**src/rtl/hbp_pkg.sv**
```systemverilog
package hbp_pkg;
  localparam int unsigned BYTE_W      = 8;
  localparam int unsigned SYNC_DEPTH  = 2;
  // status byte bit positions
  localparam int unsigned ST_OUT_BIT  = 0;
  localparam int unsigned ST_BUSY_BIT = 1;
  localparam int unsigned ST_OVR_BIT  = 2;
  // control byte bit positions
  localparam int unsigned CT_CLR_BIT  = 0;
endpackage

```
**src/rtl/hbp_sync.sv**
```systemverilog
module hbp_sync #(
  parameter int unsigned W       = 1,
  parameter int unsigned STAGES  = 2,
  parameter logic [W-1:0] RST_VAL = '0
) (
  input  logic         clk,
  input  logic         rst,
  input  logic [W-1:0] d,
  output logic [W-1:0] q
);
  logic [W-1:0] stage_q [STAGES];

  for (genvar g = 0; g < STAGES; g++) begin : g_stage
    if (g == 0) begin : g_first
      always_ff @(posedge clk) begin
        if (rst) stage_q[g] <= RST_VAL;
        else     stage_q[g] <= d;
      end
    end else begin : g_next
      always_ff @(posedge clk) begin
        if (rst) stage_q[g] <= RST_VAL;
        else     stage_q[g] <= stage_q[g-1];
      end
    end
  end

  assign q = stage_q[STAGES-1];
endmodule

```
**src/rtl/hbp_strobe.sv**
```systemverilog
module hbp_strobe (
  input  logic clk,
  input  logic rst,
  input  logic cs_s,
  input  logic wr_s,
  input  logic rd_s,
  output logic wr_pulse,
  output logic rd_pulse,
  output logic rd_active
);
  logic cs_q, wr_q, rd_q;

  always_ff @(posedge clk) begin
    if (rst) begin
      cs_q <= 1'b1;
      wr_q <= 1'b1;
      rd_q <= 1'b1;
    end else begin
      cs_q <= cs_s;
      wr_q <= wr_s;
      rd_q <= rd_s;
    end
  end

  // rising strobe edge, with chip select low in the cycle before
  assign wr_pulse  = wr_s && !wr_q && !cs_q;
  assign rd_pulse  = rd_s && !rd_q && !cs_q;
  assign rd_active = !cs_s && !rd_s;
endmodule

```
**src/rtl/hbp_regs.sv**
```systemverilog
module hbp_regs
  import hbp_pkg::*;
#(
  parameter int unsigned DW = BYTE_W
) (
  input  logic          clk,
  input  logic          rst,
  input  logic          wr_pulse,
  input  logic          rd_pulse,
  input  logic          rd_active,
  input  logic          addr_s,
  input  logic [DW-1:0] din_s,
  output logic [DW-1:0] bus_dout,
  output logic          bus_oe,
  output logic          irq,
  output logic [DW-1:0] in_data,
  output logic          in_valid,
  input  logic          in_ready,
  input  logic [DW-1:0] out_data,
  input  logic          out_valid,
  output logic          out_ready
);
  logic [DW-1:0] in_reg, out_reg, status;
  logic          in_full, out_full, ovr;

  always_comb begin
    status              = '0;
    status[ST_OUT_BIT]  = out_full;
    status[ST_BUSY_BIT] = in_full;
    status[ST_OVR_BIT]  = ovr;
  end

  always_ff @(posedge clk) begin
    if (rst) begin
      in_reg   <= '0;
      in_full  <= 1'b0;
      ovr      <= 1'b0;
      out_reg  <= '0;
      out_full <= 1'b0;
      bus_oe   <= 1'b0;
      bus_dout <= '0;
    end else begin
      // inbound: core take, then host write judged on the old busy flag
      if (in_full && in_ready) in_full <= 1'b0;
      if (wr_pulse && !addr_s) begin
        if (in_full) ovr <= 1'b1;
        else begin
          in_reg  <= din_s;
          in_full <= 1'b1;
        end
      end
      if (wr_pulse && addr_s && din_s[CT_CLR_BIT]) ovr <= 1'b0;
      // outbound: host read empties, core push fills only when empty
      if (rd_pulse && !addr_s) out_full <= 1'b0;
      if (!out_full && out_valid) begin
        out_reg  <= out_data;
        out_full <= 1'b1;
      end
      // host bus driver
      bus_oe <= rd_active;
      if (rd_active) bus_dout <= addr_s ? status : out_reg;
    end
  end

  assign irq       = out_full;
  assign out_ready = !out_full;
  assign in_valid  = in_full;
  assign in_data   = in_reg;
endmodule

```
**src/rtl/host_byte_port.sv**
```systemverilog
module host_byte_port
  import hbp_pkg::*;
#(
  parameter int unsigned DW     = BYTE_W,
  parameter int unsigned STAGES = SYNC_DEPTH
) (
  input  logic          clk,
  input  logic          rst,
  input  logic          bus_cs_n,
  input  logic          bus_wr_n,
  input  logic          bus_rd_n,
  input  logic          bus_addr,
  input  logic [DW-1:0] bus_din,
  output logic [DW-1:0] bus_dout,
  output logic          bus_oe,
  output logic          irq,
  output logic [DW-1:0] in_data,
  output logic          in_valid,
  input  logic          in_ready,
  input  logic [DW-1:0] out_data,
  input  logic          out_valid,
  output logic          out_ready
);
  localparam int unsigned PAYLOAD_W = DW + 1;

  logic          cs_s, wr_s, rd_s, addr_s;
  logic [DW-1:0] din_s;
  logic          wr_pulse, rd_pulse, rd_active;

  hbp_sync #(.W(3), .STAGES(STAGES), .RST_VAL(3'b111)) u_sync_ctl (
    .clk (clk),
    .rst (rst),
    .d   ({bus_cs_n, bus_wr_n, bus_rd_n}),
    .q   ({cs_s, wr_s, rd_s})
  );

  hbp_sync #(.W(PAYLOAD_W), .STAGES(STAGES), .RST_VAL('0)) u_sync_dat (
    .clk (clk),
    .rst (rst),
    .d   ({bus_addr, bus_din}),
    .q   ({addr_s, din_s})
  );

  hbp_strobe u_strobe (
    .clk       (clk),
    .rst       (rst),
    .cs_s      (cs_s),
    .wr_s      (wr_s),
    .rd_s      (rd_s),
    .wr_pulse  (wr_pulse),
    .rd_pulse  (rd_pulse),
    .rd_active (rd_active)
  );

  hbp_regs #(.DW(DW)) u_regs (
    .clk       (clk),
    .rst       (rst),
    .wr_pulse  (wr_pulse),
    .rd_pulse  (rd_pulse),
    .rd_active (rd_active),
    .addr_s    (addr_s),
    .din_s     (din_s),
    .bus_dout  (bus_dout),
    .bus_oe    (bus_oe),
    .irq       (irq),
    .in_data   (in_data),
    .in_valid  (in_valid),
    .in_ready  (in_ready),
    .out_data  (out_data),
    .out_valid (out_valid),
    .out_ready (out_ready)
  );
endmodule

```
**config.mk**
```make
export PLATFORM = sky130hd
export DESIGN_NAME = host_byte_port
export DESIGN_NICKNAME = d
export VERILOG_FILES = /design/src/rtl/hbp_pkg.sv /design/src/rtl/hbp_sync.sv /design/src/rtl/hbp_strobe.sv /design/src/rtl/hbp_regs.sv /design/src/rtl/host_byte_port.sv
export SDC_FILE = /design/constraint.sdc
export NUM_CORES = 1
export LEC_CHECK = 0
export CAP_MARGIN = 15
export CORE_ASPECT_RATIO = 0.7
export CORE_MARGIN = 2
export CORE_UTILIZATION = 46
export CTS_CLUSTER_DIAMETER = 50
export DETAILED_ROUTE_END_ITERATION = 7
export PLACE_DENSITY = 0.75
export SYNTH_ARGS = -nofsm -noshare
export SYNTH_HDL_FRONTEND = slang
export SYNTH_SLANG_ARGS = --single-unit
```
**constraint.sdc**
```tcl
create_clock -name clk -period 1.9 [get_ports clk]
set_clock_uncertainty 0.2 [all_clocks]
set_input_delay 0.38 -clock clk [delete_from_list [all_inputs] [get_ports clk]]
set_output_delay 0.38 -clock clk [all_outputs]
set_load 0.02 [all_outputs]
```
Yosys cells after proc, flatten, opt, wreduce, memory -nomap -nowiden --
Memories as Yosys holds them, arrays and structs flattened. Cells that the tools add are included.
Cells by class: reduce and logical (&&, ||, !) cells 22, bitwise gates (word level) 5, multiplexer cells 13
Operators with widths (count):
- $mux W9 | 2
- $logic_and A1 B1 Y1 | 11
- $mux W1 | 8
- $mux W8 | 1
- $logic_not A1 Y1 | 7
- $mux W3 | 2
- $or A1 B1 Y1 | 4
- $reduce_and A2 Y1 | 2
- $reduce_bool A2 Y1 | 1
- $reduce_or A2 Y1 | 1
- $not A1 Y1 | 1
Word-level totals: RAM bits 24, memories 2, bits in registers 31, output and inout port bits 20, bits of input ports 24
Memories:
- u_sync_dat.stage_q | words 2, width 9, rd ports 2, clocked after Yosys merged registers in 0, write ports 2, line hbp_sync.sv:11 | logic [W-1:0] stage_q [STAGES];
- u_sync_ctl.stage_q | words 2, width 3, rd ports 2, clocked after Yosys merged registers in 0, write ports 2, line hbp_sync.sv:11

Depth between registers and ports, before layout --
word-level depth 6, depth in mapped cells 4, gate-level depth less buffers 3

Cells and area by module --
Synthesis repeated with hierarchy kept, for this count alone.
Second synthesis, totals: cell total of the unflattened synthesis 173, area total of the unflattened synthesis 1816.7 µm²
Modules (own cells, without submodules):
- hbp_regs | cells an instance 115, seq. area each 560.5 µm², area each 1062.3 µm², instances 1
- hbp_sync at u_sync_dat | cells an instance 37, seq. area each 360.3 µm², area each 489.2 µm², instances 1
- hbp_sync at u_sync_ctl | cells an instance 12, seq. area each 120.1 µm², area each 157.7 µm², instances 1
- hbp_strobe | cells an instance 9, seq. area each 60.1 µm², area each 107.6 µm², instances 1

Least setup slack after synthesis --
No wires, ideal clock.
path kind reg-to-reg, start point register u_strobe.cs_q, end point register u_regs.in_reg[0], in the netlist u_regs.in_data[0], library setup time 72 ps, cell stages (with the launch flop) 5, required time 1628 ps, arrival 1133 ps, path slack 496 ps, cells stage by stage dfxtp_1 -> or3b_4 -> nor3_2 -> buf_6 -> mux2i_1
On the way: longest elaborated chain between the ends 4
Ends and longest elaborated chain:
- start: declaration | line hbp_strobe.sv:11 | logic cs_q, wr_q, rd_q;
- start signal: assignment | line hbp_strobe.sv:19 | cs_q <= cs_s;
- $logic_not A1 Y1 | line hbp_strobe.sv:26 | assign wr_pulse = wr_s && !wr_q && !cs_q;
- $logic_and A1 B1 Y1 | line hbp_strobe.sv:26
- $logic_and A1 B1 Y1 | line hbp_regs.sv:45 | if (wr_pulse && !addr_s) begin
- $reduce_and A2 Y1 (no source line)
- end signal: assignment | line hbp_regs.sv:48 | in_reg <= din_s;
- end: declaration | line hbp_regs.sv:23 | logic [DW-1:0] in_reg, out_reg, status;
No other way between the ends. A chain may end at the register's enable or synchronous reset.

Worst setup path in the final report --
start point register u_regs.in_reg[4], in the netlist u_regs.in_data[4], end point output in_data[4]
RTL lines:
- end: declaration | line host_byte_port.sv:17 | output logic [DW-1:0] in_data,
No word-level cell between the ends.

==> impl_metrics.ini <==
[floorplan]
die_y_um = 57.3
die_w_um = 80.1
core_area_um2 = 3900
io_pins = 44
fp.dieArea_um2 = 4590
rows = 19
start_util_pct = 47.9

[synthesis]
avgSynthCellArea_um2 = 10.1
async_reset_ff_share_pct = 0
syn_nets = 209
synth.area.top_cells = dfxtp_1 (59%), nor2b_1 (6.4%), mux2i_1 (5.9%)
synthFlopType = dfxtp_1
synth_top_area_share_pct = 59.0
yosysTopAreaCell = dfxtp_1
ys_types = 21
yosysWarnings = 0
synth_edf_count = 0
synthTopCellsByCount = dfxtp_1 (55), nand2_1 (22), nor2b_1 (19)
netlist_instances = 185
ys_seq_area_share_pct = 59.0
ys_seq_elements = 55
synth.most_common_cell = dfxtp_1
syn_area_um2 = 1870

[worst_setup_path]
crit_path_end_kind = output pin
required_ps = 1320
cp.arrival_ps = 1260
cpPeakStageDelay_ps = 610
start_kind = register
crit_chain = clkdlybuf4s50_1
worst-path-buf-inv = 1
critPathSlowestCell = clkdlybuf4s50_1
cp_max_fo = 2
path_delay_family = buffers and inverters
worstSetupPathType = register to output pin

[sta]
whs_ps = 214
max_slew_margin_pct = 66.9
fin_crit_ps = 1840
fin_crit_sh_pct = 97.0
worst_slew_pin_slew_ps = 496
fin_ws_ps = 57.9
setup_tns_ps = 0
maxSlewViolCount = 0
rsz0062_at_grt = no
setup_viol = 0
fmax_ghz = 0.543
finalHoldViolations = 0

[job]
cap_violations = 0

[cells_and_area]
diodes = 0
regMostFlops = u_sync_dat.stage_q
fillCellCount = 341
drive_gt1_share_pct = 10.9
fin_nets = 252
final_cells = 281
largest_register_ffs = 18
areaGrowthSynthToFinish_pct = 30.9

[detailed_routing]
firstDrtPassIters = 4
vias = 1237
vias_per_cell = 4.40
wirelength_um = 3000
ant_nets = 0
drt_iter0_drc = 52
drc = 0
wl_per_cell_um = 10.7

[pwr]
leakage_nw = 0.919
ir_worst_vdd_mv = 0.505
power_density_nw_per_um2 = 818
total_power_w = 0.00200

[place]
io_buffers = 43
dpl.cell_count = 273
pre_cts_ws_ps = 269
gp_congestion = 0.810
hpwl_um = 2070

[cts]
cts_setup_buffers = 0
clk_pin_slew_ps = 90
clkSinkCount = 55
cts_root_buf = clkbuf_8
clk_path_buf_depth = 2
htreeDepth = 2
cts_tree = done
cts_buffers = 5
clock_latency_ps = 300

[grt]
grt_pass1_wl_um = 4920
antenna_found_initial = 0
grt_util_all_layers_pct = 14.2
grt_overflow_total = 0
grt_max_degree = 33
grt_pass1_vias = 1040

[outcome]
status = finished, final reports clean

[worst_hold_path]
worstHoldPathType = register to register
through the flow:
| step | util [%] | instance area [µm²] |
|---|---|---|
| 6_report | 62.7 | 2440 |
| 5_1_grt | 62.7 | 2440 |
| 4_1_cts | 62.6 | 2440 |
| 2_1_floorplan | - | 1870 |
| 3_3_place_gp | 60.3 | 2350 |
| 3_5_place_dp | 60.3 | 2350 |
cell usage in the layout (no fill, tap or decap):
cell | netlist | routed
mux2i_1 | 11 | 11
nand3b_1 | 5 | 5
clkbuf_8 | 0 | 6
buf_2 | 4 | 1
or2_2 | 10 | 10
clkinv_4 | 0 | 1
dlygate4sd2_1 | 0 | 3
nor2_1 | 6 | 6
nor2b_1 | 19 | 19
o41ai_1 | 1 | 1
nor3_2 | 1 | 1
inv_1 | 4 | 4
clkbuf_1 | 6 | 1
or3b_4 | 1 | 1
o21ai_0 | 1 | 1
o21ba_1 | 1 | 1
dfxtp_1 | 55 | 55
nand2_1 | 22 | 22
o211a_1 | 1 | 1
clkdlybuf4s50_1 | 0 | 38
nand2b_1 | 17 | 17
a211oi_1 | 3 | 3
a21oi_1 | 15 | 15
buf_12 | 0 | 1
buf_4 | 0 | 4
dlymetal6s2s_1 | 0 | 1
power by group:
part / internal (W) / switching (W) / total [W]
combinational: 0.0000874 / 0.0000556 / 0.000143
clock: 0.000299 / 0.000349 / 0.000648
sequential: 0.00119 / 0.0000178 / 0.00121
area by class of cell:
cell class / instances / area (µm²) / area share [%]
flip-flops and latches: 55 / 1100 / 45.1
clock buffers: 7 / 86.3 / 3.53
multi-input cells: 114 / 693 / 28.4
well taps: 52 / 65.1 / 2.66
repair buffers: 48 / 474 / 19.4
clock inverters: 1 / 8.76 / 0.358
inverters: 4 / 15.0 / 0.614
routing by layer:
metal | track usage [%] | routed length, µm | vias to the layer above
met5 | 0 | 0 | -
met4 | 6.54 | 29 | 0
met3 | 4.91 | 143 | 4
met2 | 19.2 | 1220 | 26
met1 | 20.3 | 1600 | 532
li1 | - | - | 675
cells by family (layout without fill, tap and decap cells):
group	count (synthesis)	after routing	share of synthesized area, %
and+or+nand+nor	81	81	24.2
muxes	11	11	5.90
DFF	55	55	59.0
AOI/OAI and AO/OA	22	22	7.04
buffers and inverters	16	60	3.89
final timing paths:
check                                         startpoint                  endpoint  slack (ps)  depth (start not counted)
worst min register to register  u_sync_ctl.stage_q[0][2]  u_sync_ctl.stage_q[1][2]         210                          1
worst max-delay path                   u_regs.in_data[4]                in_data[4]          60                          1
worst max register to register             u_strobe.cs_q         u_regs.in_data[4]         360                          4
worst min-delay path            u_sync_ctl.stage_q[0][2]  u_sync_ctl.stage_q[1][2]         210                          1
repair_timing:
action / in CTS / in global routing
resized for setup: 3 / 1
setup endpoints to repair: 3 / 1
hold buffers: 0 / 0
Power figures use the tool's default switching activity.
